`src/rtl/simd_alu_pkg.sv`:
```
package simd_alu_pkg;

   typedef enum logic [3:0] {
      OP_QADD8    = 4'd0,
      OP_QSUB8    = 4'd1,
      OP_QADD16   = 4'd2,
      OP_QSUB16   = 4'd3,
      OP_QADD32   = 4'd4,
      OP_QSUB32   = 4'd5,
      OP_SHADD8   = 4'd6,
      OP_UHADD8   = 4'd7,
      OP_SHADD16  = 4'd8,
      OP_UHADD16  = 4'd9,
      OP_DUAL_MSD = 4'd10,
      OP_CLAMP    = 4'd11,
      OP_RSV12    = 4'd12,
      OP_RSV13    = 4'd13,
      OP_RSV14    = 4'd14,
      OP_RSV15    = 4'd15
   } alu_op_e;

   localparam int NUM_SAT_GROUPS  = 3;
   localparam int NUM_HALF_GROUPS = 2;

endpackage

```
`src/rtl/simd_satadd_lanes.sv`:
```
module simd_satadd_lanes #(
   parameter int DATA_W = 32,
   parameter int LANE_W = 8
) (
   input  logic [DATA_W-1:0] a,
   input  logic [DATA_W-1:0] b,
   input  logic              sub,
   output logic [DATA_W-1:0] y,
   output logic              sat
);
   localparam int N_LANES = DATA_W / LANE_W;

   logic [N_LANES-1:0] lane_sat;

   for (genvar i = 0; i < N_LANES; i++) begin : g_lane
      logic signed [LANE_W:0]   ext_a, ext_b, sum;
      logic        [LANE_W-1:0] lane_y;
      logic                     lane_ovf;

      always_comb begin
         ext_a    = {a[i*LANE_W+LANE_W-1], a[i*LANE_W +: LANE_W]};
         ext_b    = {b[i*LANE_W+LANE_W-1], b[i*LANE_W +: LANE_W]};
         sum      = sub ? (ext_a - ext_b) : (ext_a + ext_b);
         lane_ovf = sum[LANE_W] ^ sum[LANE_W-1];
         if (!lane_ovf)
            lane_y = sum[LANE_W-1:0];
         else if (sum[LANE_W])
            lane_y = {1'b1, {(LANE_W-1){1'b0}}};
         else
            lane_y = {1'b0, {(LANE_W-1){1'b1}}};
      end

      assign y[i*LANE_W +: LANE_W] = lane_y;
      assign lane_sat[i]           = lane_ovf;
   end

   assign sat = |lane_sat;

endmodule

```
`src/rtl/simd_halfadd_lanes.sv`:
```
module simd_halfadd_lanes #(
   parameter int DATA_W = 32,
   parameter int LANE_W = 8
) (
   input  logic [DATA_W-1:0] a,
   input  logic [DATA_W-1:0] b,
   input  logic              is_signed,
   output logic [DATA_W-1:0] y
);
   localparam int N_LANES = DATA_W / LANE_W;

   for (genvar i = 0; i < N_LANES; i++) begin : g_lane
      logic [LANE_W:0] ext_a, ext_b, sum;

      always_comb begin
         ext_a = {is_signed & a[i*LANE_W+LANE_W-1], a[i*LANE_W +: LANE_W]};
         ext_b = {is_signed & b[i*LANE_W+LANE_W-1], b[i*LANE_W +: LANE_W]};
         sum   = ext_a + ext_b;
      end

      assign y[i*LANE_W +: LANE_W] = sum[LANE_W:1];
   end

endmodule

```
`src/rtl/simd_dual_msd.sv`:
```
module simd_dual_msd #(
   parameter int DATA_W = 32
) (
   input  logic [DATA_W-1:0] a,
   input  logic [DATA_W-1:0] b,
   input  logic [DATA_W-1:0] acc,
   output logic [DATA_W-1:0] y,
   output logic              ovf
);
   localparam int HALF_W = DATA_W / 2;
   localparam int TOT_W  = DATA_W + 2;
   localparam int TOP_W  = TOT_W - DATA_W + 1;

   logic signed [DATA_W-1:0] a_lo, b_lo, a_hi, b_hi, p_lo, p_hi;
   logic signed [TOT_W-1:0]  diff, total;
   logic        [TOP_W-1:0]  top_bits;

   always_comb begin
      a_lo     = DATA_W'($signed(a[HALF_W-1:0]));
      b_lo     = DATA_W'($signed(b[HALF_W-1:0]));
      a_hi     = DATA_W'($signed(a[DATA_W-1:HALF_W]));
      b_hi     = DATA_W'($signed(b[DATA_W-1:HALF_W]));
      p_lo     = a_lo * b_lo;
      p_hi     = a_hi * b_hi;
      diff     = TOT_W'(p_lo) - TOT_W'(p_hi);
      total    = diff + TOT_W'($signed(acc));
      top_bits = total[TOT_W-1:DATA_W-1];
      ovf      = ~((&top_bits) | ~(|top_bits));
      y        = total[DATA_W-1:0];
   end

endmodule

```
`src/rtl/simd_clamp_unit.sv`:
```
module simd_clamp_unit #(
   parameter int DATA_W = 32,
   parameter int POS_W  = 5
) (
   input  logic [DATA_W-1:0] a,
   input  logic [POS_W-1:0]  pos,
   input  logic [POS_W-1:0]  shamt,
   input  logic              sh_right,
   output logic [DATA_W-1:0] y,
   output logic              sat
);
   logic signed [DATA_W-1:0] shifted;
   logic        [DATA_W:0]   unit;
   logic signed [DATA_W:0]   lim_hi, lim_lo, wide;

   always_comb begin
      if (sh_right)
         shifted = $signed(a) >>> shamt;
      else
         shifted = $signed(a << shamt);
      unit   = {{DATA_W{1'b0}}, 1'b1} << pos;
      lim_hi = $signed(unit - {{DATA_W{1'b0}}, 1'b1});
      lim_lo = -$signed(unit);
      wide   = $signed({shifted[DATA_W-1], shifted});
      if (wide > lim_hi) begin
         y   = lim_hi[DATA_W-1:0];
         sat = 1'b1;
      end else if (wide < lim_lo) begin
         y   = lim_lo[DATA_W-1:0];
         sat = 1'b1;
      end else begin
         y   = shifted;
         sat = 1'b0;
      end
   end

endmodule

```
`src/rtl/simd_dsp_alu.sv`:
```
module simd_dsp_alu #(
   parameter int DATA_W = 32,
   parameter int OP_W   = 4,
   parameter int POS_W  = $clog2(DATA_W)
) (
   input  logic              clk,
   input  logic              rst_n,
   input  logic              sat_clr,
   input  logic [OP_W-1:0]   op,
   input  logic [DATA_W-1:0] a,
   input  logic [DATA_W-1:0] b,
   input  logic [DATA_W-1:0] acc,
   input  logic [POS_W-1:0]  sat_pos,
   input  logic [POS_W-1:0]  shamt,
   input  logic              sh_right,
   output logic [DATA_W-1:0] result,
   output logic              sat_flag
);
   import simd_alu_pkg::*;

   localparam int BYTE_W = 8;
   localparam int HW_W   = 16;

   if (DATA_W != 2 * HW_W) begin : g_bad_width
      $error("simd_dsp_alu: DATA_W must be twice the halfword width");
   end
   if (OP_W != 4) begin : g_bad_op
      $error("simd_dsp_alu: OP_W must be 4");
   end
   if (POS_W != $clog2(DATA_W)) begin : g_bad_pos
      $error("simd_dsp_alu: POS_W must match DATA_W");
   end

   alu_op_e opc;
   assign opc = alu_op_e'(op);

   logic [DATA_W-1:0] sat_y  [NUM_SAT_GROUPS];
   logic              sat_f  [NUM_SAT_GROUPS];
   logic [DATA_W-1:0] half_y [NUM_HALF_GROUPS];
   logic [DATA_W-1:0] msd_y, clamp_y;
   logic              msd_ovf, clamp_sat, sat_any;

   for (genvar k = 0; k < NUM_SAT_GROUPS; k++) begin : g_sat
      localparam int LW = (k == 0) ? BYTE_W : ((k == 1) ? HW_W : DATA_W);
      simd_satadd_lanes #(.DATA_W(DATA_W), .LANE_W(LW)) u_lanes (
         .a   (a),
         .b   (b),
         .sub (op[0]),
         .y   (sat_y[k]),
         .sat (sat_f[k])
      );
   end

   for (genvar k = 0; k < NUM_HALF_GROUPS; k++) begin : g_half
      localparam int LW = (k == 0) ? BYTE_W : HW_W;
      logic sgn;
      assign sgn = (k == 0) ? (opc == OP_SHADD8) : (opc == OP_SHADD16);
      simd_halfadd_lanes #(.DATA_W(DATA_W), .LANE_W(LW)) u_lanes (
         .a         (a),
         .b         (b),
         .is_signed (sgn),
         .y         (half_y[k])
      );
   end

   simd_dual_msd #(.DATA_W(DATA_W)) u_msd (
      .a   (a),
      .b   (b),
      .acc (acc),
      .y   (msd_y),
      .ovf (msd_ovf)
   );

   simd_clamp_unit #(.DATA_W(DATA_W), .POS_W(POS_W)) u_clamp (
      .a        (a),
      .pos      (sat_pos),
      .shamt    (shamt),
      .sh_right (sh_right),
      .y        (clamp_y),
      .sat      (clamp_sat)
   );

   always_comb begin
      result  = '0;
      sat_any = 1'b0;
      case (opc)
         OP_QADD8, OP_QSUB8: begin
            result  = sat_y[0];
            sat_any = sat_f[0];
         end
         OP_QADD16, OP_QSUB16: begin
            result  = sat_y[1];
            sat_any = sat_f[1];
         end
         OP_QADD32, OP_QSUB32: begin
            result  = sat_y[2];
            sat_any = sat_f[2];
         end
         OP_SHADD8, OP_UHADD8:   result = half_y[0];
         OP_SHADD16, OP_UHADD16: result = half_y[1];
         OP_DUAL_MSD: begin
            result  = msd_y;
            sat_any = msd_ovf;
         end
         OP_CLAMP: begin
            result  = clamp_y;
            sat_any = clamp_sat;
         end
         default: begin
            result  = '0;
            sat_any = 1'b0;
         end
      endcase
   end

   always_ff @(posedge clk or negedge rst_n) begin
      if (!rst_n)
         sat_flag <= 1'b0;
      else
         sat_flag <= (sat_flag & ~sat_clr) | sat_any;
   end

endmodule

```
`config.mk`:
```
export PLATFORM = sky130hd
export DESIGN_NAME = simd_dsp_alu
export DESIGN_NICKNAME = d
export VERILOG_FILES = /design/src/rtl/simd_alu_pkg.sv /design/src/rtl/simd_satadd_lanes.sv /design/src/rtl/simd_halfadd_lanes.sv /design/src/rtl/simd_dual_msd.sv /design/src/rtl/simd_clamp_unit.sv /design/src/rtl/simd_dsp_alu.sv
export SDC_FILE = /design/constraint.sdc
export NUM_CORES = 2
export LEC_CHECK = 0
export BUFFER_PORTS_ARGS = -buffer_cell sky130_fd_sc_hd__buf_2
export CAP_MARGIN = 20
export CORE_UTILIZATION = 41
export DETAILED_ROUTE_END_ITERATION = 8
export PLACE_DENSITY = 0.67
export SYNTH_ARGS = -nofsm -noshare
export SYNTH_HDL_FRONTEND = slang
export SYNTH_HIERARCHICAL = 1
export SYNTH_SLANG_ARGS = --single-unit
```
`constraint.sdc`:
```
create_clock -name clk -period 14.25 [get_ports clk]
set_input_delay 0 -clock clk [delete_from_list [all_inputs] [get_ports clk]]
set_output_delay 0 -clock clk [all_outputs]
set_load 0.02 [all_outputs]
```
==> run metrics <==
Area Overhead vs Synth=4.516%; Ports=147; ranking of synthesized cells by area=fa_1 32%, ha_1 12%, inv_1 7.8%; first-pass GRT wire length=222,300 um; CP peak stage delay=between 600 and 700 ps; layout cells sized above 1=0.07407; top cells by count, synth=849 x inv_1, 655 x fa_1, 453 x nand2_1, 394 x ha_1, 314 x a21oi_1; largest net degree at the start of global routing=82; Rows=between 100 and 150; Crit Path Category=input port to primary output; HP Class=input port to async pin; Worst Path Buf+Inv=7; Wirelength per Cell=approximately 23 um; Worst-path clk slew=0 ps; YS warnings=6; Synth cell types=122; Main synth FF type=dfrtp_1; synthesized area per cell=8.211 um2; reg2reg start=sat_flag; post-synthesis async set-or-reset flop share=1.000; clk_skew=0 ps; die width=between 300 and 400 um; Synth Register Bits=1; total track usage=0.2830; post-CTS resize count=0; status=complete, no violations; vias per cell=~6; Yosys top cell by area=fa_1; Period Utilization, post-route=0.6246; Starting DRT DRC Count=3,255; Synth Instances=4,977; clock latency at the later pin of the worst-skew pair=0 ps; IO Port Bufs=approximately 150; post-route minimum period=8901 ps; Syn Std Cell Area=40,860 um2; Placed Instances=6,267; register area=around 25 um2; FF-to-FF path depth=3; post-route ant nets=0; Max FO, Critical Path=30; worst reg-to-reg setup slack=13,260 ps; slowest CP cell=inv_1; number of flip-flops in the largest register=1; Vias=36,530; most frequent CP cell=fa_1; Worst path top cell family by delay=adder cells; area share of the largest cell type after synthesis=0.3209; biggest regs=sat_flag: 1 flops; CP Data Arrival Time=slightly below 9000 ps; Slew HR=0.1906; total negative slack=0 ps; Nets=6,147; endpoints failing hold=0; Final WS setup=5349 ps; multi-input logic area=36,620 um2; CP Capture Type=primary output; Startpoint Class=input port; largest reg by FF count=sat_flag; MaxCap Viol Count=0; worst-margin pin slew=1205 ps; drt pass-1 iters=6; sequential fraction of the synthesis area=0.0006124; die area=100,900 um2; Die Y=317.7 um; worst flop-to-flop path endpoint=sat_flag; EDFF count, synth=0; RSZ-0062 raised after global routing=no; fill count=9,880; most common cell in the synthesized netlist=inv_1; vias in the first global route=37,080; hpwl dp=109,700 um; core area=98,560 um2; GRT overflow=0; Final Max Slew Viols=0; GPL Wtd Cong=approximately 1; antenna violations before repair=3; worst path required time=around 14,000 ps; Initial Utilization=0.4146; dpl ws=5382 ps; max frequency=112.4 MHz; DRC violations left=0; Post-Route WL=144,500 um; Post-Layout Cell Count=6,271; final setup vio count=0
## area by class of cell
type / instances / share of cell area
repair buffers: 211 / 0.02889
inverters: 856 / 0.07523
well taps: 1287 / 0.03770
diodes: 2 / 0.0001172
flip-flops and latches: 1 / 0.0005859
multi-input cells: 3914 / 0.8575
## stage by stage
step	cell area, um2	hold slack [ps]	util
floorplan	40870	-295.6	-
global placement	42680	-194.7	0.4330
detailed placement	42680	-196.5	0.4330
CTS	42690	346.0	0.4331
global route	42710	358.6	0.4333
finish	42710	346.5	0.4333
## cell usage in the layout, fill, tap and decap left out, drive strengths merged, types with 75 or more instances in the layout
master / netlist / final
nor3: 75 / 75
ha: 394 / 394
nand2: 454 / 454
xor2: 80 / 80
buf: 73 / 210
fa: 655 / 655
a21oi: 321 / 321
xnor2: 191 / 191
o21ai: 181 / 181
nor2: 270 / 270
mux2i: 113 / 113
inv: 855 / 855
and2: 279 / 279
## layer usage
metal,GRT usage,wire length (um),part of all wire
met5,0,21,0.00015
met4,0.1425,8677,0.060
met3,0.02783,9595,0.066
met2,0.4791,68240,0.47
met1,0.3591,57970,0.40
## cells by family (layout without fill, tap and decap cells)
group           count (synthesis)  in the layout  synth area share
simple gates                 1370           1370            0.1649
buf+inv                      1064           1067            0.1035
fa+ha+maj                    1059           1059            0.4440
compound gates                994            994            0.1618
xor+xnor                      274            274           0.06075
mux                           213            213           0.06427
other cells                     2              6         0.0001838
flops                           1              1         0.0006123
## timing repair
action / 4_1_cts / 5_1_grt
setup buffers: 0 / 0
endpoints found under the hold margin: 1 / 0
hold buffers: 1 / 0
## worst max path at each step
stage | startpoint | end | slack, ps | depth (start not counted)
global placement | b[16] | result[31] | 5560 | 28
floorplan | a[31] | sat_flag | 6830 | 27
global route | b[16] | result[31] | 4860 | 28
finish | b[16] | result[31] | 5350 | 28
detailed placement | b[16] | result[31] | 5380 | 28
CTS | b[16] | result[31] | 5370 | 28
Power is not shown: default switching activity piles up to over one toggle a cycle in this logic, so the estimate is an artifact.
